$ cat config.mk
export PLATFORM = sky130hd
export DESIGN_NAME = cfg_i2c_slave
export DESIGN_NICKNAME = d
export VERILOG_FILES = /design/src/rtl/cfgslv_pkg.sv /design/src/rtl/cfgslv_sync.sv /design/src/rtl/cfgslv_regfile.sv /design/src/rtl/cfgslv_fsm.sv /design/src/rtl/cfg_i2c_slave.sv
export SDC_FILE = /design/constraint.sdc
export NUM_CORES = 1
export LEC_CHECK = 0
export BUFFER_PORTS_ARGS = -buffer_cell sky130_fd_sc_hd__buf_4
export CAP_MARGIN = 40
export CORE_MARGIN = 2
export CORE_UTILIZATION = 55
export CTS_BUF_LIST = sky130_fd_sc_hd__clkbuf_8
export DETAILED_ROUTE_END_ITERATION = 8
export PLACE_DENSITY = 0.8
export SKIP_LAST_GASP = 1
export SLEW_MARGIN = 10
export SYNTH_ARGS = -nofsm -noshare
export SYNTH_HDL_FRONTEND = slang
export SYNTH_SLANG_ARGS = --single-unit
$ cat constraint.sdc
create_clock -name clk -period 3.4 [get_ports clk]
set_clock_uncertainty 0.15 [all_clocks]
set_input_delay 0.34 -clock clk [delete_from_list [all_inputs] [get_ports clk]]
set_output_delay 0.34 -clock clk [all_outputs]
set_load 0.02 [all_outputs]
$ cat src/rtl/cfgslv_pkg.sv
package cfgslv_pkg;

  localparam int DW       = 8;
  localparam int NREG     = 7;
  localparam int HDR_LEN  = 2;
  localparam logic [6:0] DEV_ADDR = 7'h69;

  typedef enum logic [2:0] {
    ST_IDLE,
    ST_RX,
    ST_ACK,
    ST_TX,
    ST_TXACK,
    ST_WAIT
  } bus_st_e;

  // Power-on value of register idx in a bank of n registers.
  function automatic logic [DW-1:0] reg_reset_val(input int idx, input int n);
    if (idx == 0)          return '0;
    else if (idx == n - 1) return DW'(6);
    else                   return '1;
  endfunction

endpackage

$ cat src/rtl/cfgslv_sync.sv
module cfgslv_sync #(
  parameter int STAGES = 2
) (
  input  logic clk,
  input  logic rst_n,
  input  logic scl_i,
  input  logic sda_i,
  output logic scl_q,
  output logic sda_q,
  output logic scl_rise,
  output logic scl_fall,
  output logic start_evt,
  output logic stop_evt
);

  logic [STAGES-1:0] scl_pipe, sda_pipe;
  logic scl_p, sda_p;

  always_ff @(posedge clk or negedge rst_n) begin
    if (!rst_n) begin
      scl_pipe <= '1;
      sda_pipe <= '1;
      scl_p    <= 1'b1;
      sda_p    <= 1'b1;
    end else begin
      scl_pipe <= {scl_pipe[STAGES-2:0], scl_i};
      sda_pipe <= {sda_pipe[STAGES-2:0], sda_i};
      scl_p    <= scl_pipe[STAGES-1];
      sda_p    <= sda_pipe[STAGES-1];
    end
  end

  assign scl_q     = scl_pipe[STAGES-1];
  assign sda_q     = sda_pipe[STAGES-1];
  assign scl_rise  = scl_q & ~scl_p;
  assign scl_fall  = ~scl_q & scl_p;
  assign start_evt = scl_q & scl_p & sda_p & ~sda_q;
  assign stop_evt  = scl_q & scl_p & ~sda_p & sda_q;

endmodule

$ cat src/rtl/cfgslv_regfile.sv
module cfgslv_regfile
  import cfgslv_pkg::*;
#(
  parameter int NUM_REGS = NREG,
  parameter int CNT_W    = 4,
  localparam int IDX_W   = $clog2(NUM_REGS)
) (
  input  logic                   clk,
  input  logic                   rst_n,
  input  logic                   wr_stb,
  input  logic [IDX_W-1:0]       wr_idx,
  input  logic [DW-1:0]          wr_data,
  input  logic [CNT_W-1:0]       rd_seq,
  output logic [DW-1:0]          rd_data,
  output logic [NUM_REGS*DW-1:0] regs_flat
);

  logic [DW-1:0] regs [NUM_REGS];

  always_ff @(posedge clk or negedge rst_n) begin
    if (!rst_n) begin
      for (int k = 0; k < NUM_REGS; k++) regs[k] <= reg_reset_val(k, NUM_REGS);
    end else if (wr_stb) begin
      for (int k = 0; k < NUM_REGS; k++)
        if (wr_idx == IDX_W'(k)) regs[k] <= wr_data;
    end
  end

  generate
    for (genvar g = 0; g < NUM_REGS; g++) begin : g_flat
      assign regs_flat[g*DW +: DW] = regs[g];
    end
  endgenerate

  // Read sequence: 0 -> count, 1..NUM_REGS -> registers, beyond -> all ones.
  always_comb begin
    rd_data = '1;
    if (rd_seq == '0) rd_data = DW'(NUM_REGS);
    for (int k = 0; k < NUM_REGS; k++)
      if (rd_seq == CNT_W'(k + 1)) rd_data = regs[k];
  end

endmodule

$ cat src/rtl/cfgslv_fsm.sv
module cfgslv_fsm
  import cfgslv_pkg::*;
#(
  parameter int NUM_REGS      = NREG,
  parameter int HDR           = HDR_LEN,
  parameter logic [6:0] ADDR  = DEV_ADDR,
  parameter int CNT_W         = 4,
  localparam int IDX_W        = $clog2(NUM_REGS),
  localparam int BIT_W        = $clog2(DW + 1)
) (
  input  logic             clk,
  input  logic             rst_n,
  input  logic             sda_q,
  input  logic             scl_rise,
  input  logic             scl_fall,
  input  logic             start_evt,
  input  logic             stop_evt,
  input  logic [DW-1:0]    rd_data,
  output logic [CNT_W-1:0] seq_no,
  output logic             sda_oe,
  output logic             wr_stb,
  output logic [IDX_W-1:0] wr_idx,
  output logic [DW-1:0]    wr_data
);

  localparam logic [CNT_W-1:0] CNT_MAX = '1;

  // Is byte number n (counted after the address) a storable data byte?
  function automatic logic hits_reg(input logic [CNT_W-1:0] n);
    return (n >= CNT_W'(HDR)) && (n < CNT_W'(HDR + NUM_REGS));
  endfunction

  // Register index addressed by byte number n.
  function automatic logic [IDX_W-1:0] reg_of(input logic [CNT_W-1:0] n);
    logic [CNT_W-1:0] d;
    d = n - CNT_W'(HDR);
    return d[IDX_W-1:0];
  endfunction

  function automatic logic [CNT_W-1:0] sat_inc(input logic [CNT_W-1:0] n);
    return (n == CNT_MAX) ? n : n + 1'b1;
  endfunction

  bus_st_e          st;
  logic [BIT_W-1:0] bitcnt;
  logic [DW-2:0]    rx_sh;
  logic [DW-1:0]    tx_sh;
  logic             is_addr, is_read, ack_pend;
  logic [DW-1:0]    rx_byte;
  logic             byte_end;

  assign rx_byte  = {rx_sh, sda_q};
  assign byte_end = (st == ST_RX) && scl_rise && (bitcnt == BIT_W'(DW - 1));
  assign wr_stb   = byte_end && !is_addr && !is_read && hits_reg(seq_no);
  assign wr_idx   = reg_of(seq_no);
  assign wr_data  = rx_byte;

  always_ff @(posedge clk or negedge rst_n) begin
    if (!rst_n) begin
      st       <= ST_IDLE;
      bitcnt   <= '0;
      rx_sh    <= '0;
      tx_sh    <= '0;
      is_addr  <= 1'b0;
      is_read  <= 1'b0;
      ack_pend <= 1'b0;
      seq_no   <= '0;
      sda_oe   <= 1'b0;
    end else if (start_evt) begin
      st       <= ST_RX;
      bitcnt   <= '0;
      is_addr  <= 1'b1;
      is_read  <= 1'b0;
      ack_pend <= 1'b0;
      seq_no   <= '0;
      sda_oe   <= 1'b0;
    end else if (stop_evt) begin
      st     <= ST_IDLE;
      bitcnt <= '0;
      sda_oe <= 1'b0;
    end else begin
      unique case (st)
        ST_RX: begin
          if (scl_rise) begin
            rx_sh  <= rx_byte[DW-2:0];
            bitcnt <= bitcnt + 1'b1;
            if (bitcnt == BIT_W'(DW - 1)) begin
              if (is_addr) begin
                ack_pend <= (rx_byte[DW-1:1] == ADDR);
                is_read  <= rx_byte[0];
              end else begin
                ack_pend <= 1'b1;
                seq_no   <= sat_inc(seq_no);
              end
            end
          end else if (scl_fall && bitcnt == BIT_W'(DW)) begin
            bitcnt  <= '0;
            is_addr <= 1'b0;
            if (ack_pend) begin
              sda_oe <= 1'b1;
              st     <= ST_ACK;
            end else begin
              st <= ST_WAIT;
            end
          end
        end
        ST_ACK: begin
          if (scl_fall) begin
            if (is_read) begin
              tx_sh  <= rd_data;
              sda_oe <= ~rd_data[DW-1];
              seq_no <= sat_inc(seq_no);
              st     <= ST_TX;
            end else begin
              sda_oe <= 1'b0;
              st     <= ST_RX;
            end
          end
        end
        ST_TX: begin
          if (scl_rise) begin
            bitcnt <= bitcnt + 1'b1;
          end else if (scl_fall) begin
            if (bitcnt == BIT_W'(DW)) begin
              bitcnt <= '0;
              sda_oe <= 1'b0;
              st     <= ST_TXACK;
            end else begin
              tx_sh  <= tx_sh << 1;
              sda_oe <= ~tx_sh[DW-2];
            end
          end
        end
        ST_TXACK: begin
          if (scl_rise) begin
            ack_pend <= ~sda_q;
          end else if (scl_fall) begin
            if (ack_pend) begin
              tx_sh  <= rd_data;
              sda_oe <= ~rd_data[DW-1];
              seq_no <= sat_inc(seq_no);
              st     <= ST_TX;
            end else begin
              st <= ST_WAIT;
            end
          end
        end
        default: ;
      endcase
    end
  end

endmodule

$ cat src/rtl/cfg_i2c_slave.sv
module cfg_i2c_slave
  import cfgslv_pkg::*;
#(
  parameter int NUM_REGS     = NREG,
  parameter int SYNC_STAGES  = 2,
  parameter int CNT_W        = 4,
  localparam int IDX_W       = $clog2(NUM_REGS),
  localparam int OUT_W       = NUM_REGS * DW
) (
  input  logic             clk,
  input  logic             rst_n,
  input  logic             scl_i,
  input  logic             sda_i,
  output logic             sda_oe,
  output logic [OUT_W-1:0] cfg_regs_o
);

  logic             scl_q, sda_q, scl_rise, scl_fall;
  logic             start_evt, stop_evt;
  logic             wr_stb;
  logic [IDX_W-1:0] wr_idx;
  logic [DW-1:0]    wr_data, rd_data;
  logic [CNT_W-1:0] seq_no;

  cfgslv_sync #(.STAGES(SYNC_STAGES)) u_sync (
    .clk(clk), .rst_n(rst_n), .scl_i(scl_i), .sda_i(sda_i),
    .scl_q(scl_q), .sda_q(sda_q), .scl_rise(scl_rise), .scl_fall(scl_fall),
    .start_evt(start_evt), .stop_evt(stop_evt)
  );

  cfgslv_fsm #(.NUM_REGS(NUM_REGS), .CNT_W(CNT_W)) u_fsm (
    .clk(clk), .rst_n(rst_n), .sda_q(sda_q),
    .scl_rise(scl_rise), .scl_fall(scl_fall),
    .start_evt(start_evt), .stop_evt(stop_evt),
    .rd_data(rd_data), .seq_no(seq_no), .sda_oe(sda_oe),
    .wr_stb(wr_stb), .wr_idx(wr_idx), .wr_data(wr_data)
  );

  cfgslv_regfile #(.NUM_REGS(NUM_REGS), .CNT_W(CNT_W)) u_regs (
    .clk(clk), .rst_n(rst_n), .wr_stb(wr_stb), .wr_idx(wr_idx),
    .wr_data(wr_data), .rd_seq(seq_no), .rd_data(rd_data),
    .regs_flat(cfg_regs_o)
  );

endmodule

==> summary.log <==
INFO  pwr            power.share.combinational=0.303
INFO  pwr            worst_vdd_drop=0.0003111V
INFO  global_route   gr-usage-all-layers=0.2836
INFO  sta            drv_slew=0
INFO  pwr            intPower=0.001802W
INFO  die            pin_count=61
INFO  logic_synthesis synth_area_leader_cell=dfstp_2
INFO  layout         antenna_cells_inserted=0
INFO  global_route   gr-total-overflow=0
INFO  outcome        outcome=finished, final reports clean
INFO  worst_setup_path worstReg2RegStart=u_fsm.st[0]$_DFFE_PN0P_
INFO  drt            vias_per_std_cell=6.254
INFO  sta            finalSetupViolations=0
INFO  sta            fin_tns_setup=0ns
INFO  global_route   first_global_vias=3,701
INFO  pwr            power.clock.fraction=0.245
INFO  place          post-place-ws=0.7835ns
INFO  logic_synthesis synthesis.area=4686um2
INFO  drt            post_drt_wl_per_cell=20.48um
INFO  logic_synthesis synth-async-reset-ratio=1.000
INFO  worst_setup_path critical_path.slowest_cell=dfrtp_1
INFO  place          dp_hpwl=8.725mm
INFO  drt            drc_violation_count_after_routing=0
INFO  logic_synthesis netlist.area_leader.share=0.2692
INFO  sta            hold_slack=0.2093ns
INFO  cts            total_of_hold_buffers_inserted_after_clock_tree_synthesis=3
INFO  layout         drive_above_1_share=0.4070
INFO  worst_setup_path required=3.50ns
INFO  layout         fillCellCount=639
INFO  die            initial_core_util=0.5674
INFO  worst_setup_path worstSetupPathType=reg -> reg
INFO  worst_setup_path crit_path_start_kind=flip-flop
INFO  die            fp.coreArea=8258um2
INFO  hold_path      hold_start=u_sync.scl_pipe[0]$_DFF_PN1_
INFO  sta            post-route-worst-setup-slack=0.7235ns
INFO  cts            clock_latency=0.38ns
INFO  sta            rsz_0062_raised_after_global_routing=no
INFO  logic_synthesis ys.flop_type=dfstp_2
INFO  sta            timing_hold_violations_final=0
INFO  logic_synthesis synth_adder_area_share=0.02136
INFO  sta            slew_headroom=0.4686
INFO  pwr            power_switching_share=0.3872
INFO  logic_synthesis post_synth_and_or_nand_nor_area_fraction=0.1381
INFO  logic_synthesis yosysWarningCount=0
INFO  worst_setup_path critPathLaunch=u_fsm.st[0]$_DFFE_PN0P_
INFO  worst_setup_path timing.rr.end=u_regs.regs_flat[7]$_DFFE_PN0P_
INFO  pwr            reported_leakage_power=2.402nW
INFO  pwr            seq_power_share=0.451
INFO  cts            clock_tree.root_cell=clkbuf_8
INFO  layout         area_delta_synth_final=16.29%
INFO  place          gp_congestion=0.8955
INFO  global_route   grt_start_max_net_pins=62
INFO  drt            via_count=3,715
INFO  global_route   antenna_found_initial=0
INFO  logic_synthesis synth_enable_flop_cells=0
INFO  cts            clock_net_sink_count=91
INFO  logic_synthesis yosysSeqAreaShare=0.4988
INFO  sta            period_needed=2.676ns
INFO  logic_synthesis synthDistinctLibCells=65
INFO  logic_synthesis largest_family_of_logic_cells_by_synthesized_area=multiplexers
INFO  cts            post_cts.repair.setup_buffers=0
INFO  layout         mostFrequentLayoutCells=buf_4, mux2_2, dfstp_2, dfrtp_1, nand2_1
INFO  drt            finalWirelength=12.17mm
INFO  cts            cts_max_level=3
INFO  die            design.die.area=9274um2
INFO  cts            cts_tree=yes
INFO  job            maxcap_viol_count=0
INFO  worst_setup_path kind_of_capture_point_of_the_worst_setup_path=flip-flop
INFO  sta            transition_time_at_the_pin_with_the_least_slew_margin=0.7954ns
INFO  worst_setup_path cpPeakStageDelay=0.67ns
INFO  logic_synthesis count_of_state_elements_after_synthesis=91
INFO  place          numPortBuffers=60
INFO  layout         finish.cell_count_without_fillers=594
INFO  pwr            power_density=539.8nW/um2
INFO  layout         finish.utilization=0.6598
INFO  logic_synthesis synth-compound-area-share=0.1493
INFO  drt            dr.first_iter.drc_count=295
INFO  drt            first_pass_iters=4
INFO  die            die_width=96.30um
INFO  logic_synthesis synth_cells=429
INFO  die            std_cell_rows=33
INFO  worst_setup_path worst-r2r-setup-slack=0.72ns
INFO  place          placed_cells=575
INFO  sta            final.period_utilization=0.7872
INFO  logic_synthesis synth_area_per_cell=10.92um2
INFO  logic_synthesis yosys-mux-area-fraction=0.1559
INFO  pwr            net_switching=0.001139W
INFO  worst_setup_path reg2regPathDepth=5
INFO  layout         final_net_count=496
INFO  layout         mostFrequentLayoutCell=buf_4
INFO  worst_setup_path crit_arrival=2.78ns
INFO  cts            tritoncts_buffers=9
INFO  drt            ant_nets=0
INFO  worst_setup_path cp_max_fo=18
INFO  cts            cts.reportedPaths.clkPinSlew=0.11ns
INFO  logic_synthesis synth_top_cells_by_area=dfstp_2, dfrtp_1, mux2_2
INFO  logic_synthesis post_synth_xor_area_fraction=0.003738
INFO  die            die_height=96.30um
INFO  worst_setup_path critical_path.endpoint=u_regs.regs_flat[7]$_DFFE_PN0P_
INFO  worst_setup_path path_cells=nor3b_2, nand4_1, nor3_1, nand2_1, mux2_1
INFO  global_route   grt_first_pass_wirelength=19.73mm
INFO  hold_path      timing.hold.worst.class=reg -> reg
INFO  sta            timing.fmax=0.3736GHz
INFO  logic_synthesis syn-num-nets=441
INFO  cts            cts_max_path_buffers=2
INFO  cts            post_cts_resized=0
cells in the mapped netlist (2+ instances only):
| master | number |
|---|---|
| and3b_1 | 3 |
| a32oi_1 | 3 |
| a22oi_1 | 4 |
| mux2_2 | 61 |
| nand3_1 | 4 |
| buf_1 | 2 |
| o31a_1 | 2 |
| or2_2 | 2 |
| a211o_1 | 2 |
| nand2b_1 | 10 |
| or3_1 | 3 |
| mux2_1 | 3 |
| clkbuf_2 | 2 |
| ha_1 | 8 |
| nand2_1 | 37 |
| nor2b_1 | 5 |
| a21oi_1 | 22 |
| nand3b_1 | 4 |
| o22ai_1 | 9 |
| a31oi_1 | 8 |
| nor2_1 | 24 |
| nor4_1 | 2 |
| dfstp_2 | 48 |
| nor4b_1 | 2 |
| o21ai_0 | 17 |
| or4_1 | 2 |
| o31ai_1 | 3 |
| a41oi_1 | 2 |
| dfrtp_1 | 43 |
| or3b_2 | 3 |
| nor3_1 | 5 |
| a22o_1 | 2 |
| buf_2 | 4 |
| a21o_1 | 3 |
| inv_1 | 13 |
| o311ai_0 | 5 |
| clkbuf_1 | 17 |
| nor3b_1 | 4 |
| a2bb2oi_1 | 2 |
| o221ai_1 | 3 |
| o211ai_1 | 7 |
logic make-up (layout without fill, tap and decap cells):
group | after synthesis | in the layout
flip-flops | 91 | 91
multiplexers | 65 | 65
AO/OA/AOI/OAI | 104 | 104
adder cells (fa/ha/maj) | 8 | 8
buffers and inverters | 39 | 99
XOR/XNOR | 2 | 2
AND/OR/NAND/NOR | 120 | 120
routing by layer:
| layer | global-route usage | share of wire | vias to the layer above |
|---|---|---|---|
| li1 | - | - | 1686 |
| met1 | 0.4047 | 0.44 | 1868 |
| met2 | 0.4387 | 0.48 | 135 |
| met3 | 0.04229 | 0.055 | 26 |
| met4 | 0.1092 | 0.025 | 0 |
| met5 | 0 | 0 | - |
sequential cells by signal, summed over array words and instances, names as in the netlist, 2 cells and up:
signal,cells
u_fsm.rx_sh,7
u_regs.regs_flat,56
u_fsm.tx_sh,7
u_fsm.bitcnt,4
u_fsm.st,3
u_fsm.seq_no,4
u_sync.sda_pipe,2
u_sync.scl_pipe,2
power by group through the flow:
| stage | registers [W] | clock network, W | logic, W |
|---|---|---|---|
| final | 0.00133 | 0.000722 | 0.000892 |
| after global routing | 0.00134 | 0.000762 | 0.000972 |
| after CTS | 0.00132 | 0.000730 | 0.000877 |
| after detailed placement | 0.00134 | 0 | 0.000868 |
| after global placement | 0.00133 | 0 | 0.000842 |
| after floorplan | 0.00121 | 0 | 0.000703 |
final cells by class:
| cell class | instances | area [um2] | area share |
|---|---|---|---|
| timing repair buffer | 69 | 545.5 | 0.1001 |
| clock inverter | 7 | 63.81 | 0.01171 |
| clock buffer | 9 | 123.9 | 0.02273 |
| inverter | 14 | 52.55 | 0.009644 |
| sequential | 91 | 2337 | 0.4289 |
| multi-input combinational | 299 | 2195 | 0.4028 |
| tap | 105 | 131.4 | 0.02411 |
metrics by stage:
stage	cell area [um2]	total power, W
finish	5449	0.002941
global route	5449	0.003075
CTS	5449	0.002927
detailed placement	5231	0.002207
global placement	5204	0.002175
floorplan	4686	0.001918
worst max-delay path: cells and delay by family (launching register included):
kind,cells,cell delay (ns)
AND/OR/NAND/NOR,4,1.32
flip-flops,1,0.67
multiplexers,1,0.39
worst min path at each step:
| stage | endpoint | slack, ns | cells after the start |
|---|---|---|---|
| finish | u_sync.scl_pipe[1]$_DFF_PN1_ | 0.21 | 0 |
| global route | u_sync.scl_pipe[1]$_DFF_PN1_ | 0.21 | 0 |
| CTS | u_sync.scl_pipe[1]$_DFF_PN1_ | 0.21 | 0 |
| detailed placement | u_fsm.seq_no[0]$_DFFE_PN0P_ | 0.12 | 1 |
| global placement | u_sync.sda_pipe[1]$_DFF_PN1_ | 0.20 | 0 |
| floorplan | u_fsm.ack_pend$_DFFE_PN0P_ | -0.11 | 0 |
Power figures use the tool's default switching activity.
